File: src/rtl/ddc_pkg.sv
package ddc_pkg;
  localparam logic [7:0] A_OWNER  = 8'h10;
  localparam logic [7:0] A_HDR    = 8'h11;
  localparam logic [7:0] A_OFF    = 8'h12;
  localparam logic [7:0] A_CNT    = 8'h13;
  localparam logic [7:0] A_SEG    = 8'h14;
  localparam logic [7:0] A_CMD    = 8'h15;
  localparam logic [7:0] A_STAT   = 8'h16;
  localparam logic [7:0] A_FIFO   = 8'h17;
  localparam logic [7:0] OPC_READ = 8'h03;
  localparam logic [7:0] OPC_CLR  = 8'h09;

  typedef enum logic [1:0] {BOP_START, BOP_STOP, BOP_BIT} bop_e;

  typedef enum logic [3:0] {
    STP_SEG_S, STP_SEG_A, STP_SEG_D, STP_H_S, STP_H_W,
    STP_OFF, STP_R_S, STP_H_R, STP_RX, STP_STOP
  } step_e;
endpackage

File: src/rtl/ddc_rx_fifo.sv
module ddc_rx_fifo #(
  parameter int DEPTH = 32,
  parameter int DW    = 8
) (
  input  logic          clk,
  input  logic          rst,
  input  logic          clr,
  input  logic          push,
  input  logic [DW-1:0] din,
  input  logic          pop,
  output logic [DW-1:0] q
);
  localparam int AW = $clog2(DEPTH);
  localparam int CW = $clog2(DEPTH + 1);

  logic [DW-1:0] mem [DEPTH];
  logic [AW-1:0] wptr, rptr;
  logic [CW-1:0] count;
  logic full, empty, do_push, do_pop;

  assign full    = (count == CW'(DEPTH));
  assign empty   = (count == '0);
  assign do_push = push && !full && !clr;
  assign do_pop  = pop && !empty && !clr;

  always_ff @(posedge clk) begin
    if (do_push) mem[wptr] <= din;
  end

  always_ff @(posedge clk) begin
    if (rst) begin
      wptr <= '0; rptr <= '0; count <= '0; q <= '0;
    end else if (clr) begin
      wptr <= '0; rptr <= '0; count <= '0;
    end else begin
      if (do_push) wptr <= wptr + 1'b1;
      if (do_pop) begin
        rptr <= rptr + 1'b1;
        q    <= mem[rptr];
      end else if (pop) begin
        q <= '0;
      end
      count <= count + CW'(do_push) - CW'(do_pop);
    end
  end

  assert_no_overflow_R8: assert property (@(posedge clk) disable iff (rst)
    (push && full && !pop && !clr) |=> (count == $past(count)));
  assert_clear_empties_R3: assert property (@(posedge clk) disable iff (rst)
    clr |=> (count == '0));
endmodule

File: src/rtl/ddc_bit_engine.sv
module ddc_bit_engine
  import ddc_pkg::*;
#(
  parameter int QTR_CYC       = 625,
  parameter int STRETCH_LIMIT = 100000
) (
  input  logic clk,
  input  logic rst,
  input  logic go,
  input  bop_e op,
  input  logic txb,
  input  logic chk,
  input  logic scl_s,
  input  logic sda_s,
  output logic busy,
  output logic done,
  output logic rxb,
  output logic arb,
  output logic tmo,
  output logic scl_oe,
  output logic sda_oe
);
  localparam int QW = $clog2(QTR_CYC + 1);
  localparam int SW = $clog2(STRETCH_LIMIT + 1);

  logic          active;
  logic [1:0]    q;
  logic [QW-1:0] cnt;
  logic [SW-1:0] st;
  bop_e          op_r;
  logic          txb_r, chk_r;

  assign busy = active;

  always_ff @(posedge clk) begin
    if (rst) begin
      active <= 1'b0; q <= '0; cnt <= '0; st <= '0;
      op_r <= BOP_BIT; txb_r <= 1'b1; chk_r <= 1'b0;
      done <= 1'b0; rxb <= 1'b0; arb <= 1'b0; tmo <= 1'b0;
      scl_oe <= 1'b0; sda_oe <= 1'b0;
    end else begin
      done <= 1'b0; arb <= 1'b0; tmo <= 1'b0;
      if (!active) begin
        if (go) begin
          active <= 1'b1; q <= '0; cnt <= '0; st <= '0;
          op_r <= op; txb_r <= txb; chk_r <= chk;
          case (op)
            BOP_START: sda_oe <= 1'b0;
            BOP_STOP:  sda_oe <= 1'b1;
            default:   sda_oe <= !txb;
          endcase
        end
      end else if (q == 2'd1 && !scl_s) begin
        if (st == SW'(STRETCH_LIMIT)) begin
          tmo <= 1'b1; done <= 1'b1; active <= 1'b0;
          scl_oe <= 1'b0; sda_oe <= 1'b0;
        end else begin
          st <= st + 1'b1;
        end
      end else if (cnt != QW'(QTR_CYC - 1)) begin
        cnt <= cnt + 1'b1;
      end else begin
        cnt <= '0;
        q   <= q + 1'b1;
        case (q)
          2'd0: scl_oe <= 1'b0;
          2'd1: begin
            case (op_r)
              BOP_START: sda_oe <= 1'b1;
              BOP_STOP:  sda_oe <= 1'b0;
              default: begin
                rxb <= sda_s;
                if (chk_r && txb_r && !sda_s) begin
                  arb <= 1'b1; done <= 1'b1; active <= 1'b0;
                  scl_oe <= 1'b0; sda_oe <= 1'b0;
                end
              end
            endcase
          end
          2'd2: if (op_r != BOP_STOP) scl_oe <= 1'b1;
          default: begin done <= 1'b1; active <= 1'b0; end
        endcase
      end
    end
  end

  assert_stretch_wait_R12: assert property (@(posedge clk) disable iff (rst)
    (active && q == 2'd1 && !scl_s) |=> (q == 2'd1 || !active));
  assert_arb_release_R11: assert property (@(posedge clk) disable iff (rst)
    arb |-> (!scl_oe && !sda_oe && done));
endmodule

File: src/rtl/ddc_edid_reader.sv
module ddc_edid_reader
  import ddc_pkg::*;
#(
  parameter int         QTR_CYC       = 625,
  parameter int         STRETCH_LIMIT = 100000,
  parameter int         FIFO_DEPTH    = 32,
  parameter logic [7:0] SEG_HDR       = 8'h60
) (
  input  logic       clk,
  input  logic       rst,
  input  logic       reg_wr,
  input  logic       reg_rd,
  input  logic [7:0] reg_addr,
  input  logic [7:0] reg_wdata,
  output logic [7:0] reg_rdata,
  input  logic       scl_in,
  input  logic       sda_in,
  output logic       scl_pull,
  output logic       sda_pull
);
  localparam int CW = $clog2(FIFO_DEPTH + 1);

  logic [1:0] scl_sy, sda_sy;
  logic       scl_s, sda_s;
  logic       owner;
  logic [7:0] hdr, off, cnt, seg;
  logic       st_done, st_nack, st_wait, st_arb;
  logic       run, issued, eng_go;
  step_e      step;
  logic [3:0] bidx;
  logic [CW-1:0] remaining, cnt_eff;
  logic [7:0] shreg, tx_byte, rd_reg, fifo_q;
  logic       rd_sel_fifo, fifo_push, fifo_clr;
  logic       cmd_ok, is_start, is_stop, is_rx, eng_txb, eng_chk;
  bop_e       eng_op;
  logic       eng_busy, eng_done, eng_rxb, eng_arb, eng_tmo;

  always_ff @(posedge clk) begin
    if (rst) begin
      scl_sy <= 2'b11; sda_sy <= 2'b11;
    end else begin
      scl_sy <= {scl_sy[0], scl_in}; sda_sy <= {sda_sy[0], sda_in};
    end
  end
  assign scl_s = scl_sy[1];
  assign sda_s = sda_sy[1];

  assign cmd_ok   = reg_wr && reg_addr == A_CMD && owner && !run;
  assign cnt_eff  = (cnt > 8'(FIFO_DEPTH)) ? CW'(FIFO_DEPTH) : CW'(cnt);
  assign is_start = (step == STP_SEG_S) || (step == STP_H_S) || (step == STP_R_S);
  assign is_stop  = (step == STP_STOP);
  assign is_rx    = (step == STP_RX);

  always_comb begin
    case (step)
      STP_SEG_A: tx_byte = SEG_HDR;
      STP_SEG_D: tx_byte = seg;
      STP_OFF:   tx_byte = off;
      STP_H_R:   tx_byte = hdr | 8'h01;
      default:   tx_byte = hdr;
    endcase
    eng_op = is_start ? BOP_START : (is_stop ? BOP_STOP : BOP_BIT);
    if (is_rx) eng_txb = (bidx == 4'd8) ? (remaining == CW'(1)) : 1'b1;
    else       eng_txb = (bidx == 4'd8) ? 1'b1 : tx_byte[3'd7 - bidx[2:0]];
    eng_chk = !is_rx && !is_start && !is_stop && (bidx != 4'd8);
  end

  always_ff @(posedge clk) begin
    if (rst) begin
      owner <= 1'b0; hdr <= '0; off <= '0; cnt <= '0; seg <= '0;
      st_done <= 1'b0; st_nack <= 1'b0; st_wait <= 1'b0; st_arb <= 1'b0;
      run <= 1'b0; issued <= 1'b0; eng_go <= 1'b0; step <= STP_H_S;
      bidx <= '0; remaining <= '0; shreg <= '0;
      fifo_push <= 1'b0; fifo_clr <= 1'b0;
    end else begin
      eng_go <= 1'b0; fifo_push <= 1'b0; fifo_clr <= 1'b0;
      if (reg_wr) begin
        case (reg_addr)
          A_OWNER: owner <= reg_wdata[0];
          A_HDR:   hdr <= reg_wdata;
          A_OFF:   off <= reg_wdata;
          A_CNT:   cnt <= reg_wdata;
          A_SEG:   seg <= reg_wdata;
          default: ;
        endcase
      end
      if (cmd_ok && (reg_wdata == OPC_CLR || reg_wdata == OPC_READ)) begin
        st_nack <= 1'b0; st_wait <= 1'b0; st_arb <= 1'b0; st_done <= 1'b0;
        if (reg_wdata == OPC_CLR) begin
          fifo_clr <= 1'b1; st_done <= 1'b1;
        end else if (!scl_s || !sda_s) begin
          st_wait <= 1'b1;
        end else if (cnt_eff == '0) begin
          st_done <= 1'b1;
        end else begin
          run <= 1'b1; issued <= 1'b0; bidx <= '0; remaining <= cnt_eff;
          step <= (seg != 8'h00) ? STP_SEG_S : STP_H_S;
        end
      end
      if (run && !issued && !eng_busy) begin
        eng_go <= 1'b1; issued <= 1'b1;
      end
      if (run && eng_done) begin
        issued <= 1'b0;
        if (eng_arb) begin
          st_arb <= 1'b1; run <= 1'b0;
        end else if (eng_tmo) begin
          st_wait <= 1'b1; run <= 1'b0;
        end else if (is_start) begin
          step <= step_e'(step + 4'd1); bidx <= '0;
        end else if (is_stop) begin
          run <= 1'b0;
          if (!st_nack) st_done <= 1'b1;
        end else if (is_rx) begin
          if (bidx != 4'd8) begin
            shreg <= {shreg[6:0], eng_rxb}; bidx <= bidx + 1'b1;
          end else begin
            fifo_push <= 1'b1; remaining <= remaining - 1'b1; bidx <= '0;
            if (remaining == CW'(1)) step <= STP_STOP;
          end
        end else if (bidx != 4'd8) begin
          bidx <= bidx + 1'b1;
        end else if (eng_rxb) begin
          st_nack <= 1'b1; step <= STP_STOP;
        end else begin
          step <= step_e'(step + 4'd1); bidx <= '0;
        end
      end
    end
  end

  always_ff @(posedge clk) begin
    if (rst) begin
      rd_reg <= '0; rd_sel_fifo <= 1'b0;
    end else begin
      rd_sel_fifo <= reg_rd && reg_addr == A_FIFO;
      case (reg_addr)
        A_OWNER: rd_reg <= {7'b0, owner};
        A_HDR:   rd_reg <= hdr;
        A_OFF:   rd_reg <= off;
        A_CNT:   rd_reg <= cnt;
        A_SEG:   rd_reg <= seg;
        A_STAT:  rd_reg <= {st_done, 1'b0, st_nack, st_wait, st_arb, 3'b000};
        default: rd_reg <= '0;
      endcase
    end
  end
  assign reg_rdata = rd_sel_fifo ? fifo_q : rd_reg;

  ddc_bit_engine #(.QTR_CYC(QTR_CYC), .STRETCH_LIMIT(STRETCH_LIMIT)) u_eng (
    .clk(clk), .rst(rst), .go(eng_go), .op(eng_op), .txb(eng_txb), .chk(eng_chk),
    .scl_s(scl_s), .sda_s(sda_s), .busy(eng_busy), .done(eng_done), .rxb(eng_rxb),
    .arb(eng_arb), .tmo(eng_tmo), .scl_oe(scl_pull), .sda_oe(sda_pull)
  );

  ddc_rx_fifo #(.DEPTH(FIFO_DEPTH), .DW(8)) u_fifo (
    .clk(clk), .rst(rst), .clr(fifo_clr), .push(fifo_push), .din(shreg),
    .pop(reg_rd && reg_addr == A_FIFO), .q(fifo_q)
  );

  assert_done_no_error_R9: assert property (@(posedge clk) disable iff (rst)
    st_done |-> !(st_nack || st_wait || st_arb));
  assert_idle_released_R11: assert property (@(posedge clk) disable iff (rst)
    (!run && !eng_busy) |-> (!scl_pull && !sda_pull));
  assert_cmd_clears_R13: assert property (@(posedge clk) disable iff (rst)
    (cmd_ok && reg_wdata == OPC_READ) |=> (!st_nack && !st_arb));
  assert_owner_gate_R2: assert property (@(posedge clk) disable iff (rst)
    (reg_wr && reg_addr == A_CMD && !owner && !run) |=> !run);
endmodule

File: config.mk
export PLATFORM = sky130hd
export DESIGN_NAME = ddc_edid_reader
export DESIGN_NICKNAME = d
export VERILOG_FILES = /design/src/rtl/ddc_pkg.sv /design/src/rtl/ddc_rx_fifo.sv /design/src/rtl/ddc_bit_engine.sv /design/src/rtl/ddc_edid_reader.sv
export SDC_FILE = /design/constraint.sdc
export NUM_CORES = 1
export LEC_CHECK = 0
export BUFFER_PORTS_ARGS = -buffer_cell sky130_fd_sc_hd__buf_4
export CORE_UTILIZATION = 50
export CTS_CLUSTER_DIAMETER = 50
export DETAILED_ROUTE_END_ITERATION = 8
export PLACE_DENSITY = 0.76
export SLEW_MARGIN = 20
export SYNTH_ARGS = -nofsm -noshare
export SYNTH_HDL_FRONTEND = slang
export SYNTH_SLANG_ARGS = --single-unit
File: constraint.sdc
create_clock -name clk -period 2.93 [get_ports clk]
set_clock_uncertainty 0.2 [all_clocks]
set_input_delay 0.293 -clock clk [delete_from_list [all_inputs] [get_ports clk]]
set_output_delay 0.293 -clock clk [all_outputs]
set_load 0.01 [all_outputs]
== Word-level counts from Yosys, hierarchy flattened ==
Memory sizes are Yosys's and may differ from the RTL's. A register that Yosys moved wholly into a read port is not among the register bits.
Index checks and enable logic that the tools add are counted.
Storage, ports and cells
  flip-flop bits (word level): 141
  latch bits: 0
  RAM bits: 256
  ROM bits: 0
  bits of input ports: 22
  output and inout port bits: 10
  word-level logic and storage cells: 321
  memories kept: 1
Cells by class
  add/subtract/negate cells: 11
  $mul: 0
  div/mod/pow operators: 0
  $lt $le $gt $ge: 2
  equality and inequality tests: 45
  shifts and indexed selects: 0
  mux-type cells: 141
  bitwise gates (word level): 13
  reduce and logical (&&, ||, !) cells: 69
Memories
  u_fifo.mem: depth 32, width 8, read ports 1, clocked after memory_dff 1, wr ports 1, line ddc_rx_fifo.sv:16  | logic [DW-1:0] mem [DEPTH];
Operators by type and width (count)
  4-bit two-way mux: 27
  1-bit two-way mux: 74
  6-bit two-way mux: 12
  17-bit two-way mux: 4
  8-bit by 5-bit equality test with 1-bit output, second input constant: 8
  8-bit case mux with 6 select lines: 1
  10-bit two-way mux: 4
  8-bit case mux with 4 select lines: 1
  8-bit two-way mux: 3
  1-bit logical AND: 18
  17-bit by 1-bit adder with 17-bit output, second input constant: 1
  17-bit equality test, second input constant: 1
  2-bit AND reduction: 8
  3-bit != test, second input constant: 5
  2-bit two-way mux: 7
  7-bit AND reduction: 2
  1-bit NOT: 13
  4-bit by 3-bit equality test with 1-bit output, second input constant: 3
  4-bit equality test, second input constant: 3
  1-bit zero test: 12
  6-bit zero test: 2
  2-bit OR reduction: 6
  10-bit by 1-bit adder with 10-bit output, second input constant: 1
  5-bit by 1-bit adder with 5-bit output, second input constant: 2
  other kinds (38): 63

== Depth between registers and ports, before layout ==
Gate-level depths: netlist (run 1).
  depth in word-level cells: 15
  depth in mapped cells: 15
  depth with buffers taken out: 15

== Cells and area by module ==
Synthesis (run 1) repeated with hierarchy kept, for this count alone.
Unflattened totals
  cells, all modules: 1394
  area, all modules: 17754.5 um^2
Modules (own cells, without submodules)
  ddc_rx_fifo: instances 1, cells each 649, area an instance 11398.4 um^2
  ddc_edid_reader: instances 1, cells each 493, area an instance 4216.5 um^2
  ddc_bit_engine: instances 1, cells each 252, area an instance 2139.6 um^2

== Worst setup path after synthesis (run 1) ==
No wires, ideal clock.
  path kind: input -> register
  from: in reg_addr[7]
  to: reg u_fifo.count[4]
  arrival: 2679 ps
  required time: 2602 ps
  setup slack: -77 ps
  stages: 14
  path through: nor4b_4 -> nand3_4 -> a2111oi_4 -> ha_1 -> inv_1 -> ha_1 -> inv_1 -> fa_1 -> inv_1 -> a21oi_1 -> nor2_1 -> nor2_1 -> xor2_1 -> nor2_1
Between the ends
  word-level cells in the longest chain between the ends: 5
Ends and longest elaborated chain
  start, declared: line ddc_edid_reader.sv:13  | input logic [7:0] reg_addr,
  8-bit by 5-bit equality test with 1-bit output: line ddc_edid_reader.sv:158  | .pop(reg_rd && reg_addr == A_FIFO), .q(fifo_q)
  1-bit logical AND: line ddc_edid_reader.sv:158
  1-bit logical AND (2 in a row): line ddc_rx_fifo.sv:24  | assign do_pop = pop && !empty && !clr;
  via u_fifo.do_pop: line ddc_rx_fifo.sv:19  | logic full, empty, do_push, do_pop;
  6-bit by 1-bit subtractor with 6-bit output: line ddc_rx_fifo.sv:43  | count <= count + CW'(do_push) - CW'(do_pop);
  end signal, assigned: line ddc_rx_fifo.sv:43
  end, declared: line ddc_rx_fifo.sv:18  | logic [CW-1:0] count;
The timed path passes the listed nets, and every way through them passes these cells.
A chain may end at the register's enable or synchronous reset.

== Worst setup path in the final report (run 1) ==
  from: reg u_fifo.count[2]
  to: reg u_fifo.count[5]
Between the ends
  elaborated cells on any way between the ends: 10
RTL lines
  6-bit zero test: line ddc_rx_fifo.sv:22  | assign empty = (count == '0);
  1-bit zero test: line ddc_rx_fifo.sv:24
  1-bit logical AND (2 in a row): line ddc_rx_fifo.sv:24
  via u_fifo.do_pop: line ddc_rx_fifo.sv:19
  6-bit by 1-bit subtractor with 6-bit output: line ddc_rx_fifo.sv:43
The timed path passes the listed nets, and every way through them passes these cells.

==> results.yml, run 1 <==
detailed_routing:
  drt_iter0_drc: 923
  antenna_left: 0
  vias: 10800
  vias_per_cell: 5.87
  route.detailed.drc: 0
  wl_mm: 38.5
  first_pass_iters: 7
  wl_per_cell_um: 20.9
timing:
  finalHoldViolations: 0
  period_needed_ps: 2760
  fin_setup_tns_ps: 0
  worstMarginPinSlew_ps: 992
  setup_slack_ps: 168
  final_max_slew_viol_count: 0
  period_share: 0.943
  clock.fmax_mhz: 362
  slew_headroom: 0.333
  setup_viol: 0
power_and_ir_drop:
  powerDensity_mw_per_mm2: 573
  p_leak_nw: 6.74
  ir_drop_mv: 0.578
  power_mw: 11.4
clocking:
  insertion_delay_ps: 550
  cts_made_buffers: 42
  root_buffer: "clkbuf_16"
  cts_buffer_depth: 3
  htree_levels: 2
  path_clk_slew_ps: 60
  cts_tree: "built"
  cts_sinks: 402
global_route:
  first_global_vias: 10900
  track_usage: 0.224
  grt_max_degree: 61
  antenna_found_initial: 0
  grt_pass1_wl_mm: 61.0
  grt_overflow: 0
critical_path:
  max_stage_delay_ps: 320
  worstPathArrival_ps: 2980
  crit_chain: "inv_1, ha_1, nor3b_4, a2111oi_4, ha_1, inv_1, ha_1, a21o_1, a21oi_1, o21bai_1, a21oi_1, xnor2_1, nor2_1"
  crit_required_ps: 3150
  crit_slowest_cell: "dfxtp_2"
  path_max_fanout: 2
  end_kind: "flip-flop"
  worstSetupPathType: "reg2reg"
  critPathLaunchType: "flip-flop"
  path_buf_inv: 2
  cpLargestDelayFamily: "compound AO/OA/AOI/OAI gates"
  cp_common_cell: "ha_1"
placement:
  pre_cts_ws_ps: 22.1
  gp_congestion: 0.933
  dpl.hpwl_mm: 25.2
  portBuffers: 31
synthesis:
  synthTopCellsByCount: "256 x edfxtp_1, 146 x dfxtp_1, 128 x nor2_1"
  synth.distinct_cells: 75
  yosysSeqAreaShare: 0.619
  yosysTopAreaCell: "edfxtp_1"
  synth_ff_type: "edfxtp_1"
  avgSynthCellArea_sq_um: 13.7
  synth_edf_count: 256
  ys_top_cells_by_area: "edfxtp_1 45%, dfxtp_1 17%, mux4_2 11%"
  syn-cell-area_sq_mm: 0.0171
  post-synth-top-count-cell: "edfxtp_1"
  syn_nets: 1309
  ys_ff_latch: 402
  yosys.area.top_type_share: 0.448
  synthArstFlopShare: 0
  syn_inst: 1254
  yosys_warnings: 0
die:
  chipHeight_um: 187
  die_area_sq_mm: 0.0350
  fp.dieW_um: 187
  core_area_sq_mm: 0.0336
  num_io_pins: 32
  initial_core_util: 0.510
  rows: 67
layout:
  largest_reg_flops: 256
  multiInputGateArea_sq_mm: 0.00619
  drive_gt1_frac: 0.220
  reg.largest.list: "u_fifo.mem: 256 flops, u_eng.st: 17 flops, u_eng.cnt: 10 flops"
  area_delta_synth_final_pct: 15.8
  nets: 1415
  num-fill-cells: 2534
  ff_latch_area_sq_mm: 0.0106
  largest_register: "u_fifo.mem"
  antennaDiodeCount: 0
min_path:
  hold_class: "in2reg"
flow_run:
  maxCapViolations: 0
run_status:
  status: "finished, final reports clean"
## power breakdown
part	leakage [nW]	total [mW]	internal, mW	switching (mW)
sequential	3.55	5.95	5.95	0.00297
combinational	2.51	0.129	0.0479	0.0808
clock	0.681	5.28	3.05	2.24
total	6.74	11.4	9.05	2.32
## path summary, 6_finish.rpt
check | slack (ps) | start | end | cells after the start
worst min register to register | 210 | sda_sy[0]$_SDFF_PP1_ | sda_sy[1]$_SDFF_PP1_ | 1
worst max-delay path | 170 | u_fifo.count[2]$_SDFF_PP0_ | u_fifo.count[5]$_SDFF_PP0_ | 13
worst max register to register | 170 | u_fifo.count[2]$_SDFF_PP0_ | u_fifo.count[5]$_SDFF_PP0_ | 13
worst min-delay path | 20 | reg_rd | rd_sel_fifo$_SDFF_PP0_ | 3
## metrics by stage
stage                     cell area (sq um)  utilization  instances  hold slack [ps]
after global routing                  19800        0.590       1842             21.2
after global placement                18300        0.545       1752              198
final                                 19800        0.590       1842             23.8
after CTS                             19800        0.589       1840             4.15
after floorplan                       17100            -       1254              189
after detailed placement              18300        0.545       1752              197
## worst min-delay path, cell delays in order
cell,delay (ps)
buf_4,110
nand3_1,240
nor3_1,80
## final cells by class
class	count	area share
clock buffer	49	0.0569
clock inverter	29	0.0130
inverter	35	0.00662
multi-input combinational	761	0.312
sequential	402	0.535
tap	448	0.0282
timing repair buffer	118	0.0484
## kinds of logic (layout without fill, tap and decap cells)
logic type      after synthesis  after routing  synth area share
flops                       402            402             0.619
xor+xnor                     32             32            0.0163
compound gates              168            168            0.0641
mux                         128            128             0.134
simple gates                400            400             0.121
buf+inv                      91            231            0.0212
fa+ha+maj                    33             33            0.0245
## placed cells by master, fill, tap and decap left out, drive strengths merged, types with 18 or more instances in the layout
cell and n:
mux2i 34, buf 108, mux4 80, clkbuf 49
nor2 128, ha 32, nand2 94, nand3 41
inv 35, dfxtp 146, a22oi 18, nor3 20
edfxtp 256, clkinv 23, o21ai 20, a21oi 67
## layer usage
metal | vias to the layer above | share of wire | GRT usage
met1 | 5394 | 0.43 | 0.303
met4 | 0 | 0.034 | 0.0851
li1 | 4980 | - | -
met3 | 80 | 0.055 | 0.0343
met2 | 358 | 0.49 | 0.367
met5 | - | 0 | 0
## what timing repair did
action	CTS	global route
setup buffers	0	2
endpoints found under the setup margin	0	2
hold endpoints to repair	35	0
resized for setup	0	6
hold buffers	10	0
Note: power is estimated with default switching activity, not from simulation.
==> inputs of run 2 (changes only) <==
- CAP_MARGIN: unset -> 20
- CELL_PAD_IN_SITES_DETAIL_PLACEMENT: unset -> 0
- CELL_PAD_IN_SITES_GLOBAL_PLACEMENT: unset -> 1
- CORE_UTILIZATION: 50 -> 47
- PLACE_DENSITY: 0.76 -> 0.83
==> run 2 against run 1 <==
The run now ends with design-rule violations left. Core utilization down 3.0 points. Clock-buffer cell count up 3. Total power rose by 0.82%. Die area grew 6.3%. Clock power increased by 2%. Non-clock buffer count up 11. First-iteration DRC count fell by 0.11%. Critical path type unchanged. Critical endpoint is now u_fifo.count[4]$_SDFF_PP0_. Largest cell class unchanged.
==> results.yml, run 2 (synthesis results as in run 1) <==
power_and_ir_drop:
  p_leak_nw: 6.78
  ir_drop_mv: 0.341
  comb_power_share: 0.012
  powerDensity_mw_per_mm2: 572
  switching_share: 0.203
  clkPwrFrac: 0.468
  switching_power_mw: 2.33
  p_seq_frac: 0.520
  power_mw: 11.5
  p_int_mw: 9.13
detailed_routing:
  route.detailed.drc: 4
  vias_per_cell: 5.81
  first_pass_iters: 7
  wl_mm: 39.0
  antenna_left: 0
  drt_iter0_drc: 922
  vias: 10800
  wl_per_cell_um: 20.9
global_route:
  grt_pass1_wl_mm: 61.3
  grt_max_degree: 35
  first_global_vias: 10800
  track_usage: 0.217
  grt_overflow: 0
  antenna_found_initial: 0
clocking:
  cts_sinks: 402
  root_buffer: "clkbuf_16"
  htree_levels: 2
  insertion_delay_ps: 560
  cts_made_buffers: 45
  cts_tree: "built"
  cts_buffer_depth: 3
  path_clk_slew_ps: 60
critical_path:
  max_stage_delay_ps: 350
  worstSetupPathType: "reg2reg"
  crit_chain: "inv_2, ha_2, nor3b_4, a2111oi_4, ha_2, inv_2, ha_4, inv_1, fa_2, inv_2, a21oi_1, nor2_1, nor2_1, xor2_1, nor2_1"
  critPathLaunchType: "flip-flop"
  crit_slowest_cell: "dfxtp_2"
  path_max_fanout: 2
  rr_worst_depth: 15
  worstPathArrival_ps: 3000
  cpLargestDelayFamily: "adder cells"
  cp_num_cells: 15
  path_buf_inv: 4
  end_kind: "flip-flop"
  crit_required_ps: 3170
layout:
  drive_gt1_frac: 0.223
  largest_register: "u_fifo.mem"
  nets: 1429
  final_area_sq_mm: 0.0200
  area_delta_synth_final_pct: 16.8
  largest_reg_flops: 256
  post-route-util: 0.560
  layout_common_cells: "256 x edfxtp_1, 142 x dfxtp_1, 128 x nor2_1"
  reg.largest.list: "u_fifo.mem: 256 flops, u_eng.st: 17 flops, u_eng.cnt: 10 flops"
  final_common_cell: "edfxtp_1"
  antennaDiodeCount: 0
timing:
  final_max_slew_viol_count: 0
  clock.fmax_mhz: 362
  slew_headroom: 0.318
  worstMarginPinSlew_ps: 1020
  period_share: 0.943
  period_needed_ps: 2760
  finalHoldViolations: 0
  setup_viol: 0
die:
  num_io_pins: 32
  core_area_sq_mm: 0.0357
  initial_core_util: 0.480
  fp.dieW_um: 193
  chipHeight_um: 193
  die_area_sq_mm: 0.0372
  rows: 69
flow_run:
  maxCapViolations: 0
run_status:
  status: "finished with violations"
  violations: "design-rule violations"
placement:
  portBuffers: 31
  dpl_cell_area_sq_mm: 0.0184
  gp_congestion: 0.917
  dpl.hpwl_mm: 26.3
min_path:
  hold_class: "in2reg"
  holdPathStages: 4
-- run 2: stage by stage --
step / TNS, ps / setup WS [ps] / std cells / hold WS [ps]
3_3_place_gp: 0 / 74.5 / 1771 / 199
2_1_floorplan: 0 / 20.3 / 1254 / 189
5_1_grt: -9.73 / -9.73 / 1866 / 60.5
3_5_place_dp: 0 / 24.1 / 1771 / 199
6_report: 0 / 168 / 1866 / 56.1
4_1_cts: 0 / 13.6 / 1862 / 6.79
-- run 2: per-layer routing --
layer / share of wire / track usage / wire, um / vias up
met3: 0.057 / 0.0333 / 2210 / 89
met5: 0 / 0 / 0 / -
li1: - / - / - / 5004
met1: 0.42 / 0.283 / 16200 / 5396
met2: 0.49 / 0.362 / 19000 / 354
met4: 0.039 / 0.0925 / 1510 / 0
-- run 2: layout make-up --
cell class	count	area, sq um
fill	2835	15700
sequential	402	10600
multi-input combinational	761	6210
clock buffer	52	1150
timing repair buffer	129	1060
tap	461	577
clock inverter	26	278
inverter	35	131
-- run 2: timing repair --
| action | 4_1_cts | 5_1_grt |
|---|---|---|
| setup buffers | 0 | 2 |
| hold buffers | 13 | 2 |
| gates resized for setup | 0 | 14 |
| setup endpoints to repair | 0 | 3 |
| hold endpoints to repair | 40 | 1 |
-- run 2: worst paths after layout --
| check | startpoint | end | slack, ps |
|---|---|---|---|
| hold / removal | reg_wr | seg[0]$_SDFFE_PP0P_ | 60 |
| setup / recovery | u_fifo.count[2]$_SDFF_PP0_ | u_fifo.count[4]$_SDFF_PP0_ | 170 |
| setup reg to reg | u_fifo.count[2]$_SDFF_PP0_ | u_fifo.count[4]$_SDFF_PP0_ | 170 |
| hold reg to reg | scl_sy[0]$_SDFF_PP1_ | scl_sy[1]$_SDFF_PP1_ | 210 |
-- run 2: power groups by stage --
| stage | clock [mW] | sequential [mW] | combinational (mW) |
|---|---|---|---|
| after detailed placement | 0 | 6.08 | 0.119 |
| final | 5.37 | 5.96 | 0.135 |
| after global placement | 0 | 6.08 | 0.118 |
| after global routing | 5.70 | 5.95 | 0.144 |
| after floorplan | 0 | 6.08 | 0.0586 |
| after CTS | 5.48 | 5.96 | 0.132 |
-- run 2: worst reg2reg max path: stages (launching register included) --
cell       delay, ps
dfxtp_2          350
inv_2             40
ha_2             170
nor3b_4          150
a2111oi_4        350
ha_2             350
inv_2             70
ha_4             120
inv_1             50
fa_2             350
inv_2             50
a21oi_1           50
nor2_1           100
nor2_1            60
xor2_1           140
nor2_1            50
